[config.mk]
export PLATFORM = sky130hd
export DESIGN_NAME = eth_led_drive
export DESIGN_NICKNAME = d
export VERILOG_FILES = /design/src/rtl/eth_led_pkg.sv /design/src/rtl/led_ms_tick.sv /design/src/rtl/led_act_blink.sv /design/src/rtl/led_od_pad.sv /design/src/rtl/eth_led_drive.sv
export SDC_FILE = /design/constraint.sdc
export NUM_CORES = 1
export LEC_CHECK = 0
export BUFFER_PORTS_ARGS = -buffer_cell sky130_fd_sc_hd__buf_4
export CAP_MARGIN = 25
export CORE_MARGIN = 3
export CORE_UTILIZATION = 27
export CTS_BUF_LIST = sky130_fd_sc_hd__clkbuf_16
export DETAILED_ROUTE_END_ITERATION = 10
export SETUP_SLACK_MARGIN = 0.05
export SYNTH_ARGS = -nofsm -noshare
export SYNTH_HDL_FRONTEND = slang
export SYNTH_SLANG_ARGS = --single-unit
[constraint.sdc]
create_clock -name clk -period 1.8 [get_ports clk]
set_clock_uncertainty 0.1 [all_clocks]
set_input_delay 0.09 -clock clk [delete_from_list [all_inputs] [get_ports clk]]
set_output_delay 0.09 -clock clk [all_outputs]
set_load 0.02 [all_outputs]
[src/rtl/eth_led_pkg.sv]
`timescale 1ns/1ps
// Shared definitions for the Ethernet status indicator driver.
// Assumes the three pins are indexed as listed below. The pin multiplexer
// outside the block relies on this order.
package eth_led_pkg;
    localparam int LED_CNT = 3;
    localparam int IDX_DUP = 0;
    localparam int IDX_LNK = 1;
    localparam int IDX_SPD = 2;

    // Phases of the link/activity indicator
    typedef enum logic [1:0] {
        BL_SOLID = 2'd0,   // lit steadily, no blink running
        BL_DARK  = 2'd1,   // blink off period
        BL_HOLD  = 2'd2    // guaranteed lit period after a blink
    } blink_st_t;
endpackage

[src/rtl/led_ms_tick.sv]
`timescale 1ns/1ps
// Millisecond tick generator.
// Emits a one-cycle tick every CLK_HZ/TICK_HZ cycles. A restart request
// realigns the count, so a phase that starts at a restart lasts an exact
// number of clock cycles. Assumes CLK_HZ >= TICK_HZ; otherwise the
// divider degenerates to a tick on every cycle.
module led_ms_tick #(
    parameter int CLK_HZ  = 125_000_000,
    parameter int TICK_HZ = 1000
) (
    input  logic clk,
    input  logic rst_n,
    input  logic restart,
    output logic tick
);
    localparam int DIV = (CLK_HZ / TICK_HZ < 1) ? 1 : CLK_HZ / TICK_HZ;
    localparam int DW  = $clog2(DIV + 1);

    logic [DW-1:0] div_cnt;

    assign tick = (div_cnt == DW'(DIV - 1));

    // Divider counter: cleared on restart, wraps after the tick cycle
    always_ff @(posedge clk) begin
        if (!rst_n || restart || tick) begin
            div_cnt <= '0;
        end else begin
            div_cnt <= div_cnt + 1'b1;
        end
    end

    // Counter never passes the tick value (timing base of R3)
    p_div_bound_r3: assert property (@(posedge clk) disable iff (!rst_n)
        div_cnt < DW'(DIV));
endmodule

[src/rtl/led_act_blink.sv]
`timescale 1ns/1ps
// Link/activity indicator sequencer.
// Holds the LED lit while the link is up. An activity strobe starts a dark
// period of BLINK_MS ticks, followed by a lit hold of BLINK_MS ticks.
// Activity seen during either period is remembered and starts the next
// blink when the hold ends. Loss of link clears everything. Assumes
// `tick` comes from a divider that this module restarts on phase entry.
module led_act_blink
    import eth_led_pkg::*;
#(
    parameter int BLINK_MS = 80
) (
    input  logic clk,
    input  logic rst_n,
    input  logic link_up,
    input  logic act,
    input  logic tick,
    output logic restart,
    output logic led_on
);
    localparam int CW = $clog2(BLINK_MS + 1);

    blink_st_t     st, st_n;
    logic [CW-1:0] ms_cnt, ms_cnt_n;
    logic          pend, pend_n;
    logic          phase_end;

    assign phase_end = tick && (ms_cnt == CW'(BLINK_MS - 1));
    assign led_on    = link_up && (st != BL_DARK);

    // Next-state logic of the blink sequencer
    always_comb begin
        st_n     = st;
        ms_cnt_n = ms_cnt;
        pend_n   = pend;
        restart  = 1'b0;
        if (!link_up) begin
            st_n     = BL_SOLID;
            ms_cnt_n = '0;
            pend_n   = 1'b0;
            restart  = 1'b1;
        end else begin
            case (st)
                BL_SOLID: begin
                    if (act) begin
                        st_n     = BL_DARK;
                        ms_cnt_n = '0;
                        restart  = 1'b1;
                    end
                end
                BL_DARK: begin
                    if (act) pend_n = 1'b1;
                    if (phase_end) begin
                        st_n     = BL_HOLD;
                        ms_cnt_n = '0;
                        restart  = 1'b1;
                    end else if (tick) begin
                        ms_cnt_n = ms_cnt + 1'b1;
                    end
                end
                BL_HOLD: begin
                    if (act) pend_n = 1'b1;
                    if (phase_end) begin
                        ms_cnt_n = '0;
                        if (pend || act) begin
                            st_n    = BL_DARK;
                            pend_n  = 1'b0;
                            restart = 1'b1;
                        end else begin
                            st_n = BL_SOLID;
                        end
                    end else if (tick) begin
                        ms_cnt_n = ms_cnt + 1'b1;
                    end
                end
                default: begin
                    st_n     = BL_SOLID;
                    ms_cnt_n = '0;
                    pend_n   = 1'b0;
                end
            endcase
        end
    end

    // State, phase timer and pending-activity registers
    always_ff @(posedge clk) begin
        if (!rst_n) begin
            st     <= BL_SOLID;
            ms_cnt <= '0;
            pend   <= 1'b0;
        end else begin
            st     <= st_n;
            ms_cnt <= ms_cnt_n;
            pend   <= pend_n;
        end
    end

    // Phase timer stays within one blink period
    p_cnt_bound_r3: assert property (@(posedge clk) disable iff (!rst_n)
        ms_cnt < CW'(BLINK_MS));
    // A blink can only be running if the link was up one cycle earlier
    p_dark_needs_link_r3: assert property (@(posedge clk) disable iff (!rst_n)
        (st != BL_SOLID) |-> $past(link_up));
    // Remembered activity never survives into the steady lit phase
    p_no_pend_solid_r4: assert property (@(posedge clk) disable iff (!rst_n)
        (st == BL_SOLID) |-> !pend);
    // Link loss discards the sequence and any pending blink
    p_drop_clear_r6: assert property (@(posedge clk) disable iff (!rst_n)
        !link_up |=> (st == BL_SOLID) && !pend && (ms_cnt == '0));
endmodule

[src/rtl/led_od_pad.sv]
`timescale 1ns/1ps
// Open-drain pad driver for one indicator pin.
// Registers the pull-low enable. It releases the pad whenever the pin is
// handed to general-purpose use. Assumes an external pull-up provides the
// high level.
module led_od_pad (
    input  logic clk,
    input  logic rst_n,
    input  logic func_on,
    input  logic gpio_sel,
    output logic pull_low
);
    // Output register: pull low only when lit and still owned by the LED
    always_ff @(posedge clk) begin
        if (!rst_n) begin
            pull_low <= 1'b0;
        end else begin
            pull_low <= func_on && !gpio_sel;
        end
    end

    // A pin given to general-purpose use is released one cycle later
    p_gpio_release_r9: assert property (@(posedge clk) disable iff (!rst_n)
        gpio_sel |=> !pull_low);
endmodule

[src/rtl/eth_led_drive.sv]
`timescale 1ns/1ps
// Ethernet status indicator driver (top).
// Decodes PHY status into three active-low open-drain LED pins: duplex,
// link/activity with timed blinking, and speed. Assumes status inputs are
// synchronous to clk and activity inputs are single-cycle or level strobes.
module eth_led_drive
    import eth_led_pkg::*;
#(
    parameter int CLK_HZ   = 125_000_000,
    parameter int TICK_HZ  = 1000,
    parameter int BLINK_MS = 80
) (
    input  logic               clk,
    input  logic               rst_n,
    input  logic               phy_link_up,
    input  logic               phy_speed_100,
    input  logic               phy_full_duplex,
    input  logic               phy_aneg_busy,
    input  logic               phy_isolate,
    input  logic               phy_tx_act,
    input  logic               phy_rx_act,
    input  logic [LED_CNT-1:0] gpio_sel,
    output logic [LED_CNT-1:0] led_pull
);
    logic               ms_tick;
    logic               tick_restart;
    logic               lnk_on;
    logic [LED_CNT-1:0] func_on;

    led_ms_tick #(
        .CLK_HZ (CLK_HZ),
        .TICK_HZ(TICK_HZ)
    ) u_tick (
        .clk    (clk),
        .rst_n  (rst_n),
        .restart(tick_restart),
        .tick   (ms_tick)
    );

    led_act_blink #(
        .BLINK_MS(BLINK_MS)
    ) u_blink (
        .clk    (clk),
        .rst_n  (rst_n),
        .link_up(phy_link_up),
        .act    (phy_tx_act || phy_rx_act),
        .tick   (ms_tick),
        .restart(tick_restart),
        .led_on (lnk_on)
    );

    // Level decodes of speed and duplex, plus the sequenced link pin
    always_comb begin
        func_on          = '0;
        func_on[IDX_DUP] = phy_link_up && phy_full_duplex;
        func_on[IDX_LNK] = lnk_on;
        func_on[IDX_SPD] = !phy_isolate && (phy_aneg_busy || phy_speed_100);
    end

    for (genvar g = 0; g < LED_CNT; g++) begin : g_pad
        led_od_pad u_pad (
            .clk     (clk),
            .rst_n   (rst_n),
            .func_on (func_on[g]),
            .gpio_sel(gpio_sel[g]),
            .pull_low(led_pull[g])
        );
    end

    // Isolation darkens the speed pin on the next cycle
    p_iso_dark_r7: assert property (@(posedge clk) disable iff (!rst_n)
        phy_isolate |=> !led_pull[IDX_SPD]);
    // Half duplex or no link darkens the duplex pin on the next cycle
    p_half_dark_r8: assert property (@(posedge clk) disable iff (!rst_n)
        (!phy_full_duplex || !phy_link_up) |=> !led_pull[IDX_DUP]);
    // Loss of link darkens the link pin on the next cycle
    p_link_dark_r6: assert property (@(posedge clk) disable iff (!rst_n)
        !phy_link_up |=> !led_pull[IDX_LNK]);
endmodule

==> impl_metrics.py <==
metrics = {
    "clocking": {
        "cts.sinks": 30,
        "cts_tree": "yes",
        "clk_pin_slew_ns": 0.05,
        "cts_root_buffer": "clkbuf_16",
        "cts_made_buffers": 5,
        "clock_path_buffers": 2,
        "htreeDepth": 2,
        "clock_latency_ns": 0.27,
    },
    "power": {
        "p_leak_nw": 0.768,
        "switchingPower_mw": 0.338,
        "power_mw": 1.59,
        "p_int_mw": 1.25,
        "power_frac_clock": 0.480,
        "swShare": 0.213,
        "p_comb_frac": 0.093,
        "vdd_drop_max_mv": 0.498,
        "pwr_density_cell_nw_per_um2": 755,
        "power_frac_seq": 0.426,
    },
    "synth": {
        "syn_area_um2": 1450,
        "async_flop_share": 0,
        "ys.flop_type": "dfxtp_1",
        "synth.most_common_cell": "nor2_1",
        "synth_top_area_cell": "dfxtp_1",
        "synthTopCellsByCount": "31 x nor2_1, 30 x dfxtp_1, 10 x nand2_1",
        "synth_edf_count": 0,
        "synth-warning-count": 0,
        "yosysUniqueCellTypes": 40,
        "syn_nets": 181,
        "synthTopCellsByArea": "dfxtp_1 42%, nor2_1 8.1%, ha_1 5.2%",
        "ys_ff_latch": 30,
        "syn_inst": 163,
        "yosysSeqAreaShare": 0.416,
        "synth_top_cell_area_share": 0.416,
        "avgSynthCellArea_um2": 8.87,
    },
    "worst_setup_path": {
        "cp_max_fo": 11,
        "end_kind": "flop",
        "required_ns": 1.90,
        "worstPathArrival_ns": 1.91,
        "cp-start-kind": "flop",
        "critical_path_class": "reg -> reg",
    },
    "die": {
        "core-area_um2": 5140,
        "die-area_um2": 6270,
        "start_util": 0.281,
        "fp.dieW_um": 79.2,
        "pin_count": 15,
        "die_h_um": 79.2,
        "rows": 26,
    },
    "global_routing": {
        "grtUsageTotal": 0.105,
        "antenna_found_initial": 0,
        "grt_overflow": 0,
        "grt_pass1_vias": 1209,
        "grt_pass1_wl_um": 5200,
        "grt_max_degree": 18,
    },
    "detailed_routing": {
        "drc_errors": 0,
        "drtAntennaViolNets": 0,
        "vias": 1266,
        "dr.first_iter.drc_count": 48,
        "vias_per_cell": 4.51,
        "totalWireLength_um": 3030,
        "first_pass_iters": 4,
        "post_drt_wl_per_cell_um": 10.8,
    },
    "sta": {
        "max_freq_mhz": 552,
        "post-route-min-period_ns": 1.81,
        "rsz0062_at_grt": "true",
        "setup_viol": 2,
        "slew_headroom": 0.762,
        "timing.final.ws_setup_ns": -0.0107,
        "final_max_slew_viol_count": 0,
        "hold_slack_ns": 0.182,
        "fin_crit_sh": 1.01,
        "finalHoldViolations": 0,
        "worst_pin_slew_ns": 0.356,
    },
    "placement": {
        "io_buffers": 14,
        "dp_hpwl_um": 2170,
        "routabilityCongestion": 0.777,
    },
    "finish": {
        "num_antenna_cells": 0,
        "final_nets": 228,
        "syn_to_final_growth_pct": 45.6,
        "drive_above_1_share": 0.327,
    },
    "flow_run": {
        "cap_violations": 0,
    },
    "outcome": {
        "violations": "negative setup slack",
        "status": "finished, violations left",
    },
    "hold_path": {
        "hold_path_class": "in -> reg",
    },
}
[layout make-up]
type                            instances  area [µm²]
Inverter                                5        18.8
Timing Repair Buffer                   46         370
Multi-Input combinational cell        122         885
Tap cell                               70        87.6
Sequential cell                        30         607
Clock inverter                          3        11.3
Clock buffer                            5         125
Fill cell                             530        3040
[layout by cell type, fill, tap and decap left out, types with 3 or more instances in the layout]
cell	netlist	routed
or3_1	3	3
nand2_1	10	9
dlygate4sd3_1	0	5
o21ai_0	4	4
xnor2_1	7	7
xor2_1	8	8
ha_1	6	4
nor3_1	4	3
inv_1	5	3
clkinv_1	0	3
nand3_1	7	5
dfxtp_2	0	5
nand4_1	3	3
buf_4	3	40
nor2_1	31	30
clkbuf_16	0	5
a21oi_1	6	6
dfxtp_1	30	25
[worst max-delay path, stage by stage, from the launching register on]
cell and delay (ns):
dfxtp_1 0.30, or3_4 0.40, nor3_4 0.14, a31oi_1 0.10, buf_4 0.17, or4_1 0.40, a21oi_1 0.13
[power groups by stage]
stage / sequential, mW / clock, mW / combinational, mW
2_1_floorplan: 0.690 / 0 / 0.0682
3_3_place_gp: 0.690 / 0 / 0.121
3_5_place_dp: 0.690 / 0 / 0.120
4_1_cts: 0.676 / 0.787 / 0.138
5_1_grt: 0.677 / 0.824 / 0.164
6_report: 0.678 / 0.764 / 0.148
[state kept, by name, indices dropped and copies added, names as in the netlist]
name,cells
g_pad.u_pad.pull_low,3
u_blink.pend,1
u_blink.ms_cnt,7
u_tick.div_cnt,17
u_blink.st,2
[per-layer routing]
layer,vias up,wire (µm),track usage,share of wire
met4,0,21,0.0395,0.0069
met5,-,0,0,0
li1,666,-,-,-
met2,14,1480,0.164,0.49
met3,4,129,0.0510,0.043
met1,582,1400,0.123,0.46
[cells by family (layout without fill, tap and decap cells)]
| group | Yosys count | in the layout | synth area share |
|---|---|---|---|
| mux | 2 | 2 | 0.0139 |
| buf+inv | 11 | 59 | 0.0381 |
| fa+ha+maj | 6 | 6 | 0.0519 |
| compound gates | 21 | 21 | 0.0952 |
| simple gates | 78 | 78 | 0.294 |
| flops | 30 | 30 | 0.416 |
| xor+xnor | 15 | 15 | 0.0909 |
[final timing paths]
kind                                        start                end  slack, ns  depth (start not counted)
worst min-delay path                  phy_link_up      u_blink.st[1]       0.18                          3
worst min register to register  u_tick.div_cnt[0]  u_tick.div_cnt[0]       0.33                          1
worst max register to register  u_tick.div_cnt[7]  u_blink.ms_cnt[5]      -0.01                          6
worst max-delay path            u_tick.div_cnt[7]  u_blink.ms_cnt[5]      -0.01                          6
[metrics by stage]
step	cells	worst slack (ns)	cell area, µm²	util	TNS (ns)
finish	281	-0.0107	2100	0.409	-0.0197
global route	281	-0.0787	2100	0.409	-0.174
CTS	280	-0.0263	2030	0.396	-0.0432
detailed placement	266	-0.0352	1820	0.354	-0.0884
global placement	266	-0.0148	1820	0.354	-0.0464
floorplan	163	0.0351	1460	-	0
[what timing repair did]
action	CTS	global route
pin swaps	0	7
endpoints found under the hold margin	3	0
hold buffers	5	0
buffers inserted	1	1
endpoints found under the setup margin	7	9
gates resized for setup	4	14
Power figures use the tool's default switching activity.
